$ cat src/rtl/fisu_pkg.sv
package fisu_pkg;

  // interrupt status bit positions
  localparam int IRQ_PEND  = 15;
  localparam int IRQ_RST   = 4;
  localparam int IRQ_ERASE = 5;
  localparam int IRQ_PROG  = 6;
  localparam int IRQ_LOAD  = 7;

  // controller status error positions
  localparam int ERR_CMD   = 10;
  localparam int ERR_ERASE = 11;
  localparam int ERR_PROG  = 12;
  localparam int ERR_LOAD  = 13;

  // configuration-1 fields
  localparam int CFG_POL   = 6;
  localparam int CFG_RDY   = 7;
  localparam int CFG_HIDE  = 5;

  localparam logic [15:0] CFG1_INIT     = 16'h40C0;
  localparam logic [15:0] CFG2_INIT     = 16'h0000;
  localparam logic [15:0] IRQ_COLD_INIT = 16'h8080;
  localparam logic [15:0] IRQ_WARM_INIT = 16'h8010;

  // register select codes
  localparam int NUM_REGS = 5;
  localparam int SEL_CMD  = 0;
  localparam int SEL_CFG1 = 1;
  localparam int SEL_CFG2 = 2;
  localparam int SEL_STAT = 3;
  localparam int SEL_IRQ  = 4;

  // operation index: 0 load, 1 program, 2 erase
  localparam int NUM_OPS = 3;

  function automatic int op_done_pos(int k);
    case (k)
      0:       return IRQ_LOAD;
      1:       return IRQ_PROG;
      default: return IRQ_ERASE;
    endcase
  endfunction

  function automatic int op_err_pos(int k);
    case (k)
      0:       return ERR_LOAD;
      1:       return ERR_PROG;
      default: return ERR_ERASE;
    endcase
  endfunction

endpackage

$ cat src/rtl/fisu_rst_sync.sv
module fisu_rst_sync #(
  parameter int STAGES = 2
) (
  input  logic clk_i,
  input  logic rst_ni,
  output logic rst_sync_no
);

  logic [STAGES-1:0] chain_q;

  always_ff @(posedge clk_i or negedge rst_ni) begin
    if (!rst_ni) chain_q <= '0;
    else         chain_q <= {chain_q[STAGES-2:0], 1'b1};
  end

  assign rst_sync_no = chain_q[STAGES-1];

endmodule

$ cat src/rtl/fisu_decode.sv
module fisu_decode #(
  parameter int SEL_W  = 3,
  parameter int N_REGS = 5
) (
  input  logic             we_i,
  input  logic [SEL_W-1:0] sel_i,
  output logic [N_REGS-1:0] hit_o
);

  for (genvar k = 0; k < N_REGS; k++) begin : g_hit
    assign hit_o[k] = we_i && (sel_i == SEL_W'(k));
  end

endmodule

$ cat src/rtl/fisu_status_regs.sv
module fisu_status_regs
  import fisu_pkg::*;
#(
  parameter int DATA_W = 16
) (
  input  logic              clk_i,
  input  logic              rst_ni,
  input  logic              warm_i,
  input  logic              we_irq_i,
  input  logic [DATA_W-1:0] wdata_i,
  input  logic [NUM_OPS-1:0] op_i,
  input  logic              done_i,
  input  logic              bad_i,
  input  logic              fail_i,
  output logic [DATA_W-1:0] irq_q_o,
  output logic [DATA_W-1:0] stat_q_o
);

  localparam logic [DATA_W-1:0] ERR_MASK =
    DATA_W'((1 << ERR_CMD) | (1 << ERR_ERASE) | (1 << ERR_PROG) | (1 << ERR_LOAD));

  logic [DATA_W-1:0] irq_q, irq_d, stat_q, stat_d;
  logic [DATA_W-1:0] irq_set, stat_set, irq_kept;
  logic [NUM_OPS-1:0][DATA_W-1:0] op_irq_bits, op_err_bits;
  logic wipe, en;

  // per-operation set masks
  for (genvar k = 0; k < NUM_OPS; k++) begin : g_op
    localparam logic [DATA_W-1:0] DONE_M =
      DATA_W'((1 << IRQ_PEND) | (1 << op_done_pos(k)));
    localparam logic [DATA_W-1:0] FAIL_M =
      DATA_W'((1 << ERR_CMD) | (1 << op_err_pos(k)));
    assign op_irq_bits[k] = op_i[k] ? DONE_M : '0;
    assign op_err_bits[k] = (op_i[k] && fail_i) ? FAIL_M : '0;
  end

  always_comb begin
    irq_set  = '0;
    stat_set = '0;
    for (int k = 0; k < NUM_OPS; k++) begin
      irq_set  = irq_set  | op_irq_bits[k];
      stat_set = stat_set | op_err_bits[k];
    end
    if (done_i) irq_set[IRQ_PEND] = 1'b1;
    if (bad_i) begin
      irq_set[IRQ_PEND] = 1'b1;
      stat_set[ERR_CMD] = 1'b1;
    end
  end

  // next state: clear write first, then event bits on top
  always_comb begin
    irq_kept = we_irq_i ? (irq_q & wdata_i) : irq_q;
    irq_d    = irq_kept | irq_set;
    wipe     = we_irq_i && !irq_d[IRQ_PEND];
    stat_d   = (wipe ? (stat_q & ~ERR_MASK) : stat_q) | stat_set;
    if (warm_i) begin
      irq_d  = DATA_W'(IRQ_WARM_INIT);
      stat_d = '0;
    end
    en = warm_i || we_irq_i || (|irq_set) || (|stat_set);
  end

  always_ff @(posedge clk_i or negedge rst_ni) begin
    if (!rst_ni) begin
      irq_q  <= DATA_W'(IRQ_COLD_INIT);
      stat_q <= '0;
    end else if (en) begin
      irq_q  <= irq_d;
      stat_q <= stat_d;
    end
  end

  assign irq_q_o  = irq_q;
  assign stat_q_o = stat_q;

endmodule

$ cat src/rtl/fisu_cfg_regs.sv
module fisu_cfg_regs
  import fisu_pkg::*;
#(
  parameter int DATA_W = 16
) (
  input  logic              clk_i,
  input  logic              rst_ni,
  input  logic              warm_i,
  input  logic              we_cmd_i,
  input  logic              we_cfg1_i,
  input  logic              we_cfg2_i,
  input  logic              pend_i,
  input  logic [DATA_W-1:0] wdata_i,
  output logic [DATA_W-1:0] cmd_q_o,
  output logic [DATA_W-1:0] cfg1_q_o,
  output logic [DATA_W-1:0] cfg2_q_o,
  output logic              rdy_q_o,
  output logic              cmd_acc_o
);

  logic [DATA_W-1:0] cmd_q, cmd_d, cfg1_q, cfg1_d, cfg2_q, cfg2_d;
  logic rdy_q, rdy_d;
  logic cmd_en, cfg1_en, cfg2_en;

  assign cmd_acc_o = we_cmd_i && !pend_i && !warm_i;

  always_comb begin
    cmd_en  = warm_i || cmd_acc_o;
    cfg1_en = warm_i || we_cfg1_i;
    cfg2_en = warm_i || we_cfg2_i;
    cmd_d   = warm_i ? '0 : wdata_i;
    cfg1_d  = warm_i ? DATA_W'(CFG1_INIT) : wdata_i;
    cfg2_d  = warm_i ? DATA_W'(CFG2_INIT) : wdata_i;
    rdy_d   = warm_i ? 1'b1 : wdata_i[CFG_RDY];
  end

  always_ff @(posedge clk_i or negedge rst_ni) begin
    if (!rst_ni)     cmd_q <= '0;
    else if (cmd_en) cmd_q <= cmd_d;
  end

  always_ff @(posedge clk_i or negedge rst_ni) begin
    if (!rst_ni) begin
      cfg1_q <= DATA_W'(CFG1_INIT);
      rdy_q  <= 1'b1;
    end else if (cfg1_en) begin
      cfg1_q <= cfg1_d;
      rdy_q  <= rdy_d;
    end
  end

  always_ff @(posedge clk_i or negedge rst_ni) begin
    if (!rst_ni)      cfg2_q <= DATA_W'(CFG2_INIT);
    else if (cfg2_en) cfg2_q <= cfg2_d;
  end

  assign cmd_q_o  = cmd_q;
  assign cfg1_q_o = cfg1_q;
  assign cfg2_q_o = cfg2_q;
  assign rdy_q_o  = rdy_q;

endmodule

$ cat src/rtl/flash_irq_status_unit.sv
module flash_irq_status_unit
  import fisu_pkg::*;
#(
  parameter int DATA_W = 16,
  parameter int SEL_W  = 3
) (
  input  logic              clk_i,
  input  logic              rst_ni,
  input  logic              warm_rst_i,
  input  logic [SEL_W-1:0]  reg_sel_i,
  input  logic              reg_we_i,
  input  logic [DATA_W-1:0] reg_wdata_i,
  output logic [DATA_W-1:0] rd_data_o,
  input  logic              op_load_i,
  input  logic              op_prog_i,
  input  logic              op_erase_i,
  input  logic              op_done_i,
  input  logic              op_bad_i,
  input  logic              op_fail_i,
  output logic              cmd_accept_o,
  output logic              irq_o,
  output logic              rdy_o
);

  localparam logic [DATA_W-1:0] CFG1_RD_MASK = ~DATA_W'((1 << CFG_HIDE) - 1);

  logic rst_n;
  logic [NUM_REGS-1:0] hit;
  logic [DATA_W-1:0] irq_q, stat_q, cmd_q, cfg1_q, cfg2_q;

  fisu_rst_sync #(.STAGES(2)) u_rst (
    .clk_i       (clk_i),
    .rst_ni      (rst_ni),
    .rst_sync_no (rst_n)
  );

  fisu_decode #(.SEL_W(SEL_W), .N_REGS(NUM_REGS)) u_dec (
    .we_i  (reg_we_i),
    .sel_i (reg_sel_i),
    .hit_o (hit)
  );

  fisu_status_regs #(.DATA_W(DATA_W)) u_stat (
    .clk_i    (clk_i),
    .rst_ni   (rst_n),
    .warm_i   (warm_rst_i),
    .we_irq_i (hit[SEL_IRQ]),
    .wdata_i  (reg_wdata_i),
    .op_i     ({op_erase_i, op_prog_i, op_load_i}),
    .done_i   (op_done_i),
    .bad_i    (op_bad_i),
    .fail_i   (op_fail_i),
    .irq_q_o  (irq_q),
    .stat_q_o (stat_q)
  );

  fisu_cfg_regs #(.DATA_W(DATA_W)) u_cfg (
    .clk_i     (clk_i),
    .rst_ni    (rst_n),
    .warm_i    (warm_rst_i),
    .we_cmd_i  (hit[SEL_CMD]),
    .we_cfg1_i (hit[SEL_CFG1]),
    .we_cfg2_i (hit[SEL_CFG2]),
    .pend_i    (irq_q[IRQ_PEND]),
    .wdata_i   (reg_wdata_i),
    .cmd_q_o   (cmd_q),
    .cfg1_q_o  (cfg1_q),
    .cfg2_q_o  (cfg2_q),
    .rdy_q_o   (rdy_o),
    .cmd_acc_o (cmd_accept_o)
  );

  always_comb begin
    case (reg_sel_i)
      SEL_W'(SEL_CMD):  rd_data_o = cmd_q;
      SEL_W'(SEL_CFG1): rd_data_o = cfg1_q & CFG1_RD_MASK;
      SEL_W'(SEL_CFG2): rd_data_o = cfg2_q;
      SEL_W'(SEL_STAT): rd_data_o = stat_q;
      SEL_W'(SEL_IRQ):  rd_data_o = irq_q;
      default:          rd_data_o = '0;
    endcase
  end

  assign irq_o = irq_q[IRQ_PEND] ^ ~cfg1_q[CFG_POL];

endmodule

$ cat config.mk
export PLATFORM = sky130hd
export DESIGN_NAME = flash_irq_status_unit
export DESIGN_NICKNAME = d
export VERILOG_FILES = /design/src/rtl/fisu_pkg.sv /design/src/rtl/fisu_rst_sync.sv /design/src/rtl/fisu_decode.sv /design/src/rtl/fisu_status_regs.sv /design/src/rtl/fisu_cfg_regs.sv /design/src/rtl/flash_irq_status_unit.sv
export SDC_FILE = /design/constraint.sdc
export NUM_CORES = 1
export LEC_CHECK = 0
export BUFFER_PORTS_ARGS = -buffer_cell sky130_fd_sc_hd__buf_2
export CAP_MARGIN = 20
export CORE_MARGIN = 2
export CORE_UTILIZATION = 50
export CTS_CLUSTER_DIAMETER = 40
export DETAILED_ROUTE_END_ITERATION = 8
export MAX_ROUTING_LAYER = met4
export PLACE_DENSITY = 0.72
export SYNTH_ARGS = -nofsm -noshare
export SYNTH_HDL_FRONTEND = slang
export SYNTH_SLANG_ARGS = --single-unit
$ cat constraint.sdc
create_clock -name clk_i -period 3.6 [get_ports clk_i]
set_clock_uncertainty 0.05 [all_clocks]
set_input_delay 0 -clock clk_i [delete_from_list [all_inputs] [get_ports clk_i]]
set_output_delay 0 -clock clk_i [all_outputs]
set_load 0.02 [all_outputs]
==> results.cfg <==
[outcome]
status = completed

[timing]
rsz0062_at_grt = false
timing.hold.ws_ns = 0.1468
setup_viol = 0
maxSlewHeadroom = 0.3384
tightest_slew_ns = 0.9923
timing.setup.tns_ns = 0
timing.fmax_ghz = 0.4658
min_period_over_period = 0.5963
hold_viol = 0
finalMaxSlewViolations = 0
period_minus_slack_ns = 2.147

[route]
dr.first_iter.drc_count = 213
first_pass_iters = 4
ant_nets = 0
drc = 0
wl_per_cell_um = 17.80
wl_um = 7353
vias = 2377
via_per_inst = 5.755

[worst_setup_path]
cp-end-kind = register
worstPathArrival_ns = 2.36
startpoint_type = primary input
crit_type = in2reg
worstPathMaxFanout = 25
critPathRequiredTime_ns = 3.81

[final_layout]
mostFrequentLayoutCells = 59 x dfrtp_1, 47 x buf_2, 35 x a22o_1
finalNetCount = 362
layout-drive-gt1-share = 0.2456
diodes = 0
final_common_cell = dfrtp_1
area_growth_pct = 24.28

[synthesis]
syn_inst = 266
netlist_area_um2 = 3055
synth_nets = 295
synth_cell_types = 40
ys_seq_area_frac = 0.5344
synth_warnings = 0
ys_ff_latch = 65
postSynthAreaPerCell_um2 = 11.49
synthFlopType = dfrtp_1
synthArstFlopShare = 1.000
synth-edff-count = 0

[cts]
clk_pin_slew_ns = 0.07
clk_latency_ns = 0.34
post_cts_buffers = 0
cts_root_buf = clkbuf_8
h-tree-depth = 3
cts_buffers = 9
clock_path_buffers = 2
cts.sinks = 65
cts_tree = yes

[power_and_ir_drop]
leakagePower_nw = 1.770
power_density_nw_per_um2 = 438.8
ir_drop_mv = 0.2497
p_total_w = 0.001666

[floorplanning]
start_util = 0.5161
die_x_um = 82.17
io-pin-count = 48
placementRows = 28
coreArea_um2 = 5921
die_h_um = 82.17
dieArea_um2 = 6752

[grt]
grt_max_degree = 47
grt_pass1_wl_um = 11530
grt_overflow = 0
grt_pass1_vias = 2213
antenna_found_initial = 0
grtUsageTotal = 0.2403

[placed_design]
portBuffers = 47
hpwlAfterDp_um = 4468
gp_congestion = 0.8102

[hold_path]
hp-class = in2reg

[job]
cap_violations = 0
## worst max-delay path, stage by stage
cell and delay, ns:
buf_2 0.49, nand4bb_1 0.74, o21ai_0 0.42, a21oi_1 0.11, dlygate4sd3_1 0.59
## cell type report
cell class / count / area [um^2]
clock buffers: 11 / 141.4
clock inverters: 5 / 102.6
fillers: 476 / 2123
inverters: 4 / 15.01
multi-input cells: 177 / 1290
flip-flops and latches: 65 / 1634
well taps: 75 / 93.84
repair buffers: 76 / 520.5
## report_power, final
part	internal, W	switching [W]	total (W)
Clock	0.000478	0.000274	0.000752
Combinational	0.0000661	0.0000846	0.000151
Sequential	0.000746	0.0000176	0.000763
## timing repair
item / 4_1_cts / 5_1_grt
hold buffers: 27 / 0
gates resized for setup: 0 / 0
hold endpoints to repair: 65 / 0
## synthesized netlist by cell type (2+ instances only)
| cell | n | area [um^2] |
|---|---|---|
| nor2_1 | 21 | 78.83 |
| clkbuf_1 | 7 | 26.28 |
| a211o_1 | 3 | 26.28 |
| o22ai_1 | 3 | 18.77 |
| a21oi_1 | 10 | 50.05 |
| o21ai_0 | 14 | 70.07 |
| dfstp_2 | 5 | 131.4 |
| nand2_1 | 13 | 48.80 |
| mux2_2 | 3 | 33.78 |
| mux2i_1 | 20 | 200.2 |
| dfrtp_1 | 60 | 1501 |
| a22oi_1 | 6 | 45.04 |
| a2bb2oi_1 | 7 | 61.31 |
| and4bb_2 | 2 | 25.02 |
| nor3b_1 | 11 | 82.58 |
| inv_1 | 4 | 15.01 |
| nand2b_1 | 2 | 12.51 |
| buf_6 | 4 | 45.04 |
| buf_2 | 6 | 30.03 |
| nor2b_1 | 7 | 43.79 |
| a22o_1 | 35 | 306.5 |
| or2_2 | 5 | 31.28 |
## state kept, by name, indices dropped and copies added, names as in the netlist
signal and cells:
u_stat.stat_q_o 4, u_cfg.rdy_q_o 1, u_cfg.cmd_q_o 16, u_cfg.cfg2_q_o 16, u_stat.irq_q_o 16, u_rst.chain_q 2
u_cfg.cfg1_q_o 10
## metrics by stage
stage | setup WS, ns | std cells | area (um^2) | util
after floorplan | 1.615 | 266 | 3055 | -
after global placement | 1.566 | 370 | 3283 | 0.5545
after detailed placement | 1.581 | 370 | 3283 | 0.5545
after CTS | 1.494 | 413 | 3797 | 0.6414
after global routing | 1.342 | 413 | 3797 | 0.6414
final | 1.453 | 413 | 3797 | 0.6414
## worst paths after layout
path                               startpoint                 end  slack [ns]  depth (start not counted)
max                              reg_sel_i[2]   u_stat.irq_q_o[7]        1.45                          5
min                                warm_rst_i  u_cfg.cfg1_q_o[10]        0.15                          2
max reg2reg                u_stat.irq_q_o[15]   u_cfg.cmd_q_o[15]        1.95                          2
min reg2reg                  u_rst.chain_q[0]    u_rst.chain_q[1]        0.30                          0
max in group asynchronous    u_rst.chain_q[1]   u_stat.irq_q_o[7]        2.22                          1
min in group asynchronous    u_rst.chain_q[1]    u_cfg.cmd_q_o[2]        0.39                          0
## cells by family after synthesis
family                 Yosys count  share of synthesized area
AO/OA/AOI/OAI                   81                     0.1986
AND/OR/NAND/NOR                 70                     0.1343
flip-flops                      65                     0.5344
multiplexers                    24                    0.08518
buffers and inverters           24                    0.04340
XOR/XNOR                         1                   0.002867
other                            1                   0.001227
## layer usage
layer | part of all wire | global-route usage
met5 | 0 | -
met2 | 0.46 | 0.3520
met4 | 0.020 | 0.1033
met1 | 0.46 | 0.3358
met3 | 0.053 | 0.03696
Power figures use the tool's default switching activity.
